### config.mk
export PLATFORM = sky130hd
export DESIGN_NAME = potRegBank
export DESIGN_NICKNAME = d
export VERILOG_FILES = /design/src/rtl/potbank_pkg.sv /design/src/rtl/potbank_ctrl.sv /design/src/rtl/potbank_dp.sv /design/src/rtl/potRegBank.sv
export SDC_FILE = /design/constraint.sdc
export NUM_CORES = 1
export LEC_CHECK = 0
export ABC_CLOCK_PERIOD_IN_PS = 3900
export BUFFER_PORTS_ARGS = -buffer_cell sky130_fd_sc_hd__buf_2
export CORE_UTILIZATION = 45
export DETAILED_ROUTE_END_ITERATION = 8
export HOLD_SLACK_MARGIN = 0.03
export PLACE_DENSITY_LB_ADDON = 0.15
export SYNTH_ARGS = -nofsm -noshare
export SYNTH_HDL_FRONTEND = slang
export SYNTH_SLANG_ARGS = --single-unit
### constraint.sdc
create_clock -name clk -period 3.9 [get_ports clk]
set_input_delay 0.975 -clock clk [delete_from_list [all_inputs] [get_ports clk]]
set_output_delay 0.975 -clock clk [all_outputs]
set_load 0.02 [all_outputs]
### src/rtl/potbank_pkg.sv
package potbank_pkg;
  localparam int DATA_W = 8;

  typedef enum logic [2:0] {
    OP_RD_VOL   = 3'd0,
    OP_WR_VOL   = 3'd1,
    OP_RD_DR    = 3'd2,
    OP_WR_DR    = 3'd3,
    OP_LOAD     = 3'd4,
    OP_SAVE     = 3'd5,
    OP_LOAD_ALL = 3'd6,
    OP_SAVE_ALL = 3'd7
  } bankOp_t;

  typedef struct packed {
    logic rdVol;
    logic rdDr;
    logic wrVol;
    logic wrDr;
    logic toVol;
    logic toDr;
    logic allTgt;
  } bankStrobe_t;
endpackage

### src/rtl/potbank_ctrl.sv
module potbank_ctrl
  import potbank_pkg::*;
#(
  parameter int unsigned BUSY_CYCLES = 1000
) (
  input  logic        clk,
  input  logic        porN,
  input  logic        rstN,
  input  logic        wpN,
  input  logic        cmdValid,
  input  bankOp_t     cmdOp,
  output bankStrobe_t stb,
  output logic        busy
);
  localparam int CNT_W = $clog2(BUSY_CYCLES + 1);

  logic [CNT_W-1:0] busyCnt;
  logic accept, nvOp, allowed, nvCommit;

  assign accept   = cmdValid && !busy;
  assign nvOp     = (cmdOp == OP_WR_DR) || (cmdOp == OP_SAVE) || (cmdOp == OP_SAVE_ALL);
  assign allowed  = accept && (!nvOp || wpN);
  assign nvCommit = allowed && nvOp;

  always_comb begin
    stb = '0;
    if (allowed) begin
      case (cmdOp)
        OP_RD_VOL:   stb.rdVol = 1'b1;
        OP_WR_VOL:   stb.wrVol = 1'b1;
        OP_RD_DR:    stb.rdDr  = 1'b1;
        OP_WR_DR:    stb.wrDr  = 1'b1;
        OP_LOAD:     stb.toVol = 1'b1;
        OP_SAVE:     stb.toDr  = 1'b1;
        OP_LOAD_ALL: begin stb.toVol = 1'b1; stb.allTgt = 1'b1; end
        OP_SAVE_ALL: begin stb.toDr  = 1'b1; stb.allTgt = 1'b1; end
        default:     stb = '0;
      endcase
    end
  end

  always_ff @(posedge clk) begin
    if (!porN || !rstN)       busyCnt <= '0;
    else if (nvCommit)        busyCnt <= CNT_W'(BUSY_CYCLES);
    else if (busyCnt != '0)   busyCnt <= busyCnt - 1'b1;
  end

  assign busy = (busyCnt != '0);

  assert_busy_start_R7: assert property (@(posedge clk) disable iff (!porN || !rstN)
    $rose(busy) |-> $past(nvCommit));

  assert_busy_hold_R7: assert property (@(posedge clk) disable iff (!porN || !rstN)
    (busy && busyCnt != CNT_W'(1) && !nvCommit) |=> busy);

  assert_wp_block_R8: assert property (@(posedge clk) disable iff (!porN || !rstN)
    (cmdValid && !busy && !wpN && nvOp) |=> !busy);
endmodule

### src/rtl/potbank_dp.sv
module potbank_dp
  import potbank_pkg::*;
#(
  parameter int unsigned NUM_CH     = 2,
  parameter int unsigned TAP_BITS   = 6,
  parameter int unsigned NUM_DR     = 4,
  parameter int unsigned INIT_WIPER = 32,
  parameter int unsigned INIT_CTRL  = 3
) (
  input  logic                            clk,
  input  logic                            porN,
  input  logic                            rstN,
  input  bankStrobe_t                     stb,
  input  logic [$clog2(2*NUM_CH)-1:0]     tgt,
  input  logic [$clog2(NUM_DR)-1:0]       rsel,
  input  logic [TAP_BITS-1:0]             wdata,
  output logic                            rdValid,
  output logic [DATA_W-1:0]               rdData,
  output logic [2*NUM_CH*TAP_BITS-1:0]    volFlat
);
  localparam int NUM_TGT = 2 * NUM_CH;
  localparam int TGT_W   = $clog2(NUM_TGT);
  localparam int DR_W    = $clog2(NUM_DR);

  logic [TAP_BITS-1:0] vol [NUM_TGT];
  logic [TAP_BITS-1:0] dr  [NUM_TGT][NUM_DR];
  logic [NUM_TGT*NUM_DR*TAP_BITS-1:0] drFlat;

  for (genvar t = 0; t < NUM_TGT; t++) begin : gTgt
    localparam logic [TAP_BITS-1:0] INIT_VAL =
      (t < NUM_CH) ? TAP_BITS'(INIT_WIPER) : TAP_BITS'(INIT_CTRL);
    logic hitTgt;
    assign hitTgt = (tgt == TGT_W'(t));

    always_ff @(posedge clk) begin
      if (!porN)                                vol[t] <= INIT_VAL;
      else if (!rstN)                           vol[t] <= dr[t][0];
      else if (stb.wrVol && hitTgt)             vol[t] <= wdata;
      else if (stb.toVol && (stb.allTgt || hitTgt)) vol[t] <= dr[t][rsel];
    end

    assign volFlat[t*TAP_BITS +: TAP_BITS] = vol[t];

    for (genvar r = 0; r < NUM_DR; r++) begin : gReg
      logic hitReg;
      assign hitReg = (rsel == DR_W'(r));

      always_ff @(posedge clk) begin
        if (!porN)                                          dr[t][r] <= (r == 0) ? INIT_VAL : '0;
        else if (!rstN)                                     dr[t][r] <= dr[t][r];
        else if (stb.wrDr && hitTgt && hitReg)              dr[t][r] <= wdata;
        else if (stb.toDr && (stb.allTgt || hitTgt) && hitReg) dr[t][r] <= vol[t];
      end

      assign drFlat[(t*NUM_DR+r)*TAP_BITS +: TAP_BITS] = dr[t][r];
    end
  end

  always_ff @(posedge clk) begin
    if (!porN || !rstN) begin
      rdValid <= 1'b0;
      rdData  <= '0;
    end else begin
      rdValid <= stb.rdVol || stb.rdDr;
      if (stb.rdVol)     rdData <= {{(DATA_W-TAP_BITS){1'b0}}, vol[tgt]};
      else if (stb.rdDr) rdData <= {{(DATA_W-TAP_BITS){1'b0}}, dr[tgt][rsel]};
    end
  end

  assert_keep_vol_R3: assert property (@(posedge clk) disable iff (!porN || !rstN)
    (!stb.wrVol && !stb.toVol) |=> $stable(volFlat));

  assert_keep_dr_R8: assert property (@(posedge clk) disable iff (!porN || !rstN)
    (!stb.wrDr && !stb.toDr) |=> $stable(drFlat));

  assert_rd_pad_R11: assert property (@(posedge clk) disable iff (!porN || !rstN)
    rdValid |-> (rdData[DATA_W-1:TAP_BITS] == '0));
endmodule

### src/rtl/potRegBank.sv
module potRegBank
  import potbank_pkg::*;
#(
  parameter int unsigned NUM_CH      = 2,
  parameter int unsigned TAP_BITS    = 6,
  parameter int unsigned NUM_DR      = 4,
  parameter int unsigned BUSY_CYCLES = 1000,
  parameter int unsigned INIT_WIPER  = 32,
  parameter int unsigned INIT_CTRL   = 3
) (
  input  logic                          clk,
  input  logic                          porN,
  input  logic                          rstN,
  input  logic                          wpN,
  input  logic                          cmdValid,
  input  logic [2:0]                    cmdOp,
  input  logic [$clog2(2*NUM_CH)-1:0]   cmdTarget,
  input  logic [$clog2(NUM_DR)-1:0]     cmdReg,
  input  logic [7:0]                    cmdData,
  output logic                          busy,
  output logic                          rdValid,
  output logic [7:0]                    rdData,
  output logic [NUM_CH*TAP_BITS-1:0]    wiperPos,
  output logic [NUM_CH-1:0]             cmpPower,
  output logic [NUM_CH-1:0]             cmpOutEn,
  output logic [NUM_CH-1:0]             cmpHold
);
  bankStrobe_t stb;
  logic [2*NUM_CH*TAP_BITS-1:0] volFlat;
  logic unusedHigh;

  assign unusedHigh = ^cmdData[7:TAP_BITS];

  potbank_ctrl #(.BUSY_CYCLES(BUSY_CYCLES)) u_ctrl (
    .clk(clk), .porN(porN), .rstN(rstN), .wpN(wpN),
    .cmdValid(cmdValid), .cmdOp(bankOp_t'(cmdOp)),
    .stb(stb), .busy(busy)
  );

  potbank_dp #(
    .NUM_CH(NUM_CH), .TAP_BITS(TAP_BITS), .NUM_DR(NUM_DR),
    .INIT_WIPER(INIT_WIPER), .INIT_CTRL(INIT_CTRL)
  ) u_dp (
    .clk(clk), .porN(porN), .rstN(rstN), .stb(stb),
    .tgt(cmdTarget), .rsel(cmdReg), .wdata(cmdData[TAP_BITS-1:0]),
    .rdValid(rdValid), .rdData(rdData), .volFlat(volFlat)
  );

  assign wiperPos = volFlat[NUM_CH*TAP_BITS-1:0];

  for (genvar c = 0; c < NUM_CH; c++) begin : gCmp
    localparam int BASE = (NUM_CH + c) * TAP_BITS;
    assign cmpPower[c] = volFlat[BASE + 0];
    assign cmpOutEn[c] = volFlat[BASE + 1];
    assign cmpHold[c]  = volFlat[BASE + 2];
  end

  assert_busy_ignore_R7: assert property (@(posedge clk) disable iff (!porN || !rstN)
    (cmdValid && busy) |=> ($stable(volFlat) && !rdValid));
endmodule

After elaboration in Yosys (flattened, before gate mapping)
Memory sizes are Yosys's and may differ from the RTL's.
Index checks and enable logic that the tools add are counted.
{"block": "op_classes", "n_shift": 0, "n_addsub": 1, "reduce_logical": 74, "magnitude_cmp": 1, "bitwise": 61, "muxes": 271, "eq_ne": 13, "div": 0, "mul": 0}
{"cell": "$mux 6", "count": 72}
{"cell": "$mux 1", "count": 191}
{"cell": "$bmux 6 s2", "count": 5}
{"cell": "$or 1x1->1", "count": 60}
{"cell": "$logic_and 1x1->1", "count": 51}
{"cell": "$mux 10", "count": 2}
{"cell": "$eq 3x3->1 const B", "count": 4}
{"cell": "$reduce_bool 10->1", "count": 1}
{"cell": "$sub 10x1->10 const B", "count": 1}
{"cell": "$logic_or 1x1->1", "count": 9}
{"cell": "$eq 2x2->1 const B", "count": 4}
{"cell": "$reduce_or 2->1", "count": 4}
{"cell": "$mux 7", "count": 1}
{"cell": "$eq 3x2->1 const B", "count": 2}
{"cell": "$eq 2x1->1 const B", "count": 2}
{"cell": "$logic_not 1->1", "count": 4}
{"cell": "$logic_not 2->1", "count": 2}
{"cell": "$reduce_bool 2->1", "count": 2}
{"cell": "$eq 3x1->1 const B", "count": 1}
{"cell": "$ge 3x3->1 const B", "count": 1}
{"cell": "$logic_not 3->1", "count": 1}
{"cell": "$not 2->3", "count": 1}
{"block": "totals", "elab_cells": 427, "rom_bits": 0, "input_bits": 20, "output_inout_bits": 28, "regBits": 17, "latch_bits": 0, "ramBits": 120, "n_memories": 2}
{"memory": "u_dp.dr", "words": 4, "width": 24, "read_ports": 5, "rd_clocked_by_memory_dff": 0, "write_ports": 4, "line": "potbank_dp.sv:26", "rtl": "logic [TAP_BITS-1:0] dr [NUM_TGT][NUM_DR];"}
{"memory": "u_dp.vol", "words": 4, "width": 6, "read_ports": 5, "rd_clocked_by_memory_dff": 0, "write_ports": 4, "line": "potbank_dp.sv:25", "rtl": "logic [TAP_BITS-1:0] vol [NUM_TGT];"}

Longest topological paths before layout
{"block": "logic_depth", "depth_word": 16, "ltp_mapped": 11}

Modules after synthesis
Synthesis repeated with hierarchy kept, for this count alone.
{"block": "unflattened", "hier_cells": 600, "area_unflattened_um2": 7711.1}
{"mod": "potbank_dp", "cells_each": 525, "n_inst": 1, "area_each_um2": 7098.1}
{"mod": "potbank_ctrl", "cells_each": 75, "n_inst": 1, "area_each_um2": 613.1}

Worst setup path after synthesis
No wires, ideal clock.
{"block": "synth_timing", "kind": "input to register", "start": "input port cmdReg[1]", "end": "memory u_dp.dr[0][0] (netlist bit), enable pin", "setup_slack_ns": 0.811, "setup_time_ns": 0.377, "cell_stages": 5, "t_arrival_ns": 2.712, "cell_sequence": "clkbuf_1 > buf_1 > clkbuf_1 > nand3_1 > o21ai_0"}
{"element": "start: declaration", "line": "potRegBank.sv:18", "rtl": "input logic [$clog2(NUM_DR)-1:0] cmdReg,"}
{"element": "end: declaration", "line": "potbank_dp.sv:26"}

Worst setup path after layout
{"block": "layout_timing", "start": "register u_ctrl.busyCnt[0]", "end": "output port busy"}
{"block": "layout_between", "elab_chain_len": 1}
{"element": "start: declaration", "line": "potbank_ctrl.sv:17", "rtl": "logic [CNT_W-1:0] busyCnt;"}
{"element": "start signal: assignment", "line": "potbank_ctrl.sv:44", "rtl": "else if (nvCommit) busyCnt <= CNT_W'(BUSY_CYCLES);"}
{"element": "start signal: assignment", "line": "potbank_ctrl.sv:45", "rtl": "else if (busyCnt != '0) busyCnt <= busyCnt - 1'b1;"}
{"element": "$reduce_bool 10->1", "line": "potbank_ctrl.sv:48", "rtl": "assign busy = (busyCnt != '0);"}
{"element": "end: declaration", "line": "potRegBank.sv:20", "rtl": "output logic busy,"}
No other way between the ends.

==> impl_metrics.ini <==
[run_status]
outcome = finished, final reports clean

[routing]
drtPass1Iterations = 6
drc = 0
detail_route.wl_per_cell_um = 26.9
drt_iter0_drc = 855
vias = 6385
drt-total-wl_um = 25200
ant_nets = 0
vias_per_cell = 6.84

[cts]
post-cts-setup-buffers = 0
cts_hold_buf = 0
cts.clk_slew.worst_paths_ns = 0.06
clock_latency_ns = 0.43
clk_path_buf_depth = 2
cts.root.buffer_cell = clkbuf_16
cts_buffers = 17
h-tree-depth = 4
tritoncts = yes
clock_sinks = 137
post_cts_resized = 0

[worst_setup_path]
required_ns = 2.92
crit_path_max_incr_delay_ns = 0.62
cp_max_fo = 11
cp.arrival_ns = 2.65
crit_buf_inv = 3
crit_slowest_cell = or4b_1
cp_cell_sequence = inv_1 > ha_1 > or4b_1 > nor3_4 > inv_2 > buf_2
path_delay_family = simple AND/OR/NAND/NOR gates
end_kind = output port
critPathKind = reg -> out
startpoint_type = flip-flop

[cells_and_area]
drive_gt1_share_pct = 21.4
nets = 723
layout.cells.most_common_list = edfxtp_1 (120), a22o_1 (76), buf_2 (43), nor2_1 (41), o21ai_0 (35)
layout_commonest_cell = edfxtp_1
antenna_cells = 0
num-fill-cells = 1488
areaGrowthSynthToFinish_pct = 12.8
final_area_sq_mm = 0.00888

[power_and_ir_drop]
finalPower_mw = 4.63
peakVddDrop_mv = 0.752
p_int_mw = 3.13
power_frac_clock_pct = 36.3
p_comb_share_pct = 24.3
p_switching_mw = 1.50
power_density_mw_per_mm2 = 521
p_leak_nw = 3.22
netSwitchingFraction_pct = 32.4
seq_power_share_pct = 39.4

[sta]
rsz0062_at_grt = no
slew_headroom_pct = 29.6
finalCritPeriodShare_pct = 92.8
setup_violations = 0
slew_violations = 0
finalSetupTns_ns = 0
max_freq_mhz = 276
worst_pin_slew_ns = 1.04
finClkSkew_ns = 0.00780
hold_violations = 0
period_minus_slack_ns = 3.62

[synth]
synth.distinct_cells = 64
yosysTopAreaCellShare_pct = 45.8
ys_ff_latch = 137
syn_area_per_cell_sq_um = 11.7
ys_seq_area_share_pct = 50.1
synth_edf_count = 120
synth.area.top_cells = edfxtp_1 (46%), a22o_1 (8.5%), mux4_2 (4.9%)
async_flop_share_pct = 0
netlist.top_cell.by_area = edfxtp_1
ys_warn_count = 0
synthFlopType = edfxtp_1
syn_inst = 673
syn_area_sq_mm = 0.00787

[place]
gp_congestion = 1.01
place_area_sq_mm = 0.00827
numPortBuffers = 43
dpl.hpwl_um = 17700

[floorplanning]
start_util_pct = 46.8
fp-row-count = 47
dieArea_sq_mm = 0.0180
die_y_um = 134
die_w_um = 134
ios = 48
core_sq_mm = 0.0168

[min_path]
min_path_type = reg -> reg

[global_route]
grt_pass1_vias = 6089
gr-total-overflow = 0
grt_pass1_wl_um = 38000
track_usage_pct = 28.9
grt_max_degree = 28
antenna_found_initial = 0

[flow_run]
cap_violations = 0
## final timing paths
check / from / to / slack [ns] / cells past startpoint
max: u_ctrl.busyCnt[0] / busy / 0.28 / 6
max reg2reg: u_ctrl.busyCnt[0] / u_dp.dr[1][0] / 0.49 / 7
min reg2reg: u_dp.rdData[0] / u_dp.rdData[0] / 0.47 / 1
min: u_dp.rdData[0] / u_dp.rdData[0] / 0.47 / 1
## layer usage
metal / track usage, % / part of all wire, % / vias up
met3: 4.88 / 9.4 / 53
met2: 45.2 / 47 / 392
li1: - / - / 2748
met1: 40.3 / 41 / 3192
met5: 0 / 0 / -
met4: 11.0 / 2.6 / 0
## flip-flops by register name (all words and copies together) (netlist names)
signal	flops
u_dp.vol	24
u_dp.rdValid	1
u_ctrl.busyCnt	10
u_dp.rdData	6
u_dp.dr	96
## synthesized netlist by cell type (all sizes together) (3+ instances only)
master,instances
nand2b,12
and2,17
nor4,10
clkbuf,38
nor2b,3
a32o,6
nor3,16
mux4,17
a221oi,4
a21oi,17
buf,29
a22o,76
mux2i,31
o21ai,35
nand4,8
a211oi,11
a21boi,5
dfxtp,17
or2,10
edfxtp,120
mux2,8
nor2,45
a221o,26
o22a,4
and3,4
nand2,31
nand3,14
or3,7
o221a,5
o221ai,6
inv,11
## power by group through the flow
stage | logic, mW | clock network (mW) | registers, mW
6_report | 1.12 | 1.68 | 1.82
3_5_place_dp | 1.09 | 0 | 1.85
2_1_floorplan | 0.863 | 0 | 1.79
4_1_cts | 1.10 | 1.69 | 1.82
3_3_place_gp | 1.07 | 0 | 1.84
5_1_grt | 1.22 | 1.76 | 1.83
## cells by family after synthesis
| group | after synthesis | synth area share (%) |
|---|---|---|
| AO/OA/AOI/OAI | 209 | 21.1 |
| AND/OR/NAND/NOR | 188 | 13.3 |
| flip-flops | 137 | 50.1 |
| buffers and inverters | 78 | 4.91 |
| multiplexers | 56 | 9.95 |
| adder cells (fa/ha/maj) | 2 | 0.318 |
| XOR/XNOR | 2 | 0.223 |
| other | 1 | 0.0476 |
## through the flow
stage	instances	hold slack, ns	utilization (%)	worst slack (ns)
final	934	0.474	52.8	0.279
after global placement	902	0.458	49.2	0.686
after CTS	934	0.476	52.8	0.276
after global routing	934	0.503	52.8	0.0968
after detailed placement	902	0.462	49.2	0.579
after floorplan	674	0.459	-	0.811
## cell type report
type	instances	area (sq um)	area share, %
clock buffer	18	429	4.83
clock inverter	14	179	2.01
inverter	11	41.3	0.465
multi-input combinational	459	3550	39.9
sequential	137	3940	44.4
tap	220	275	3.10
timing repair buffer	75	468	5.27
Power figures use the tool's default switching activity.
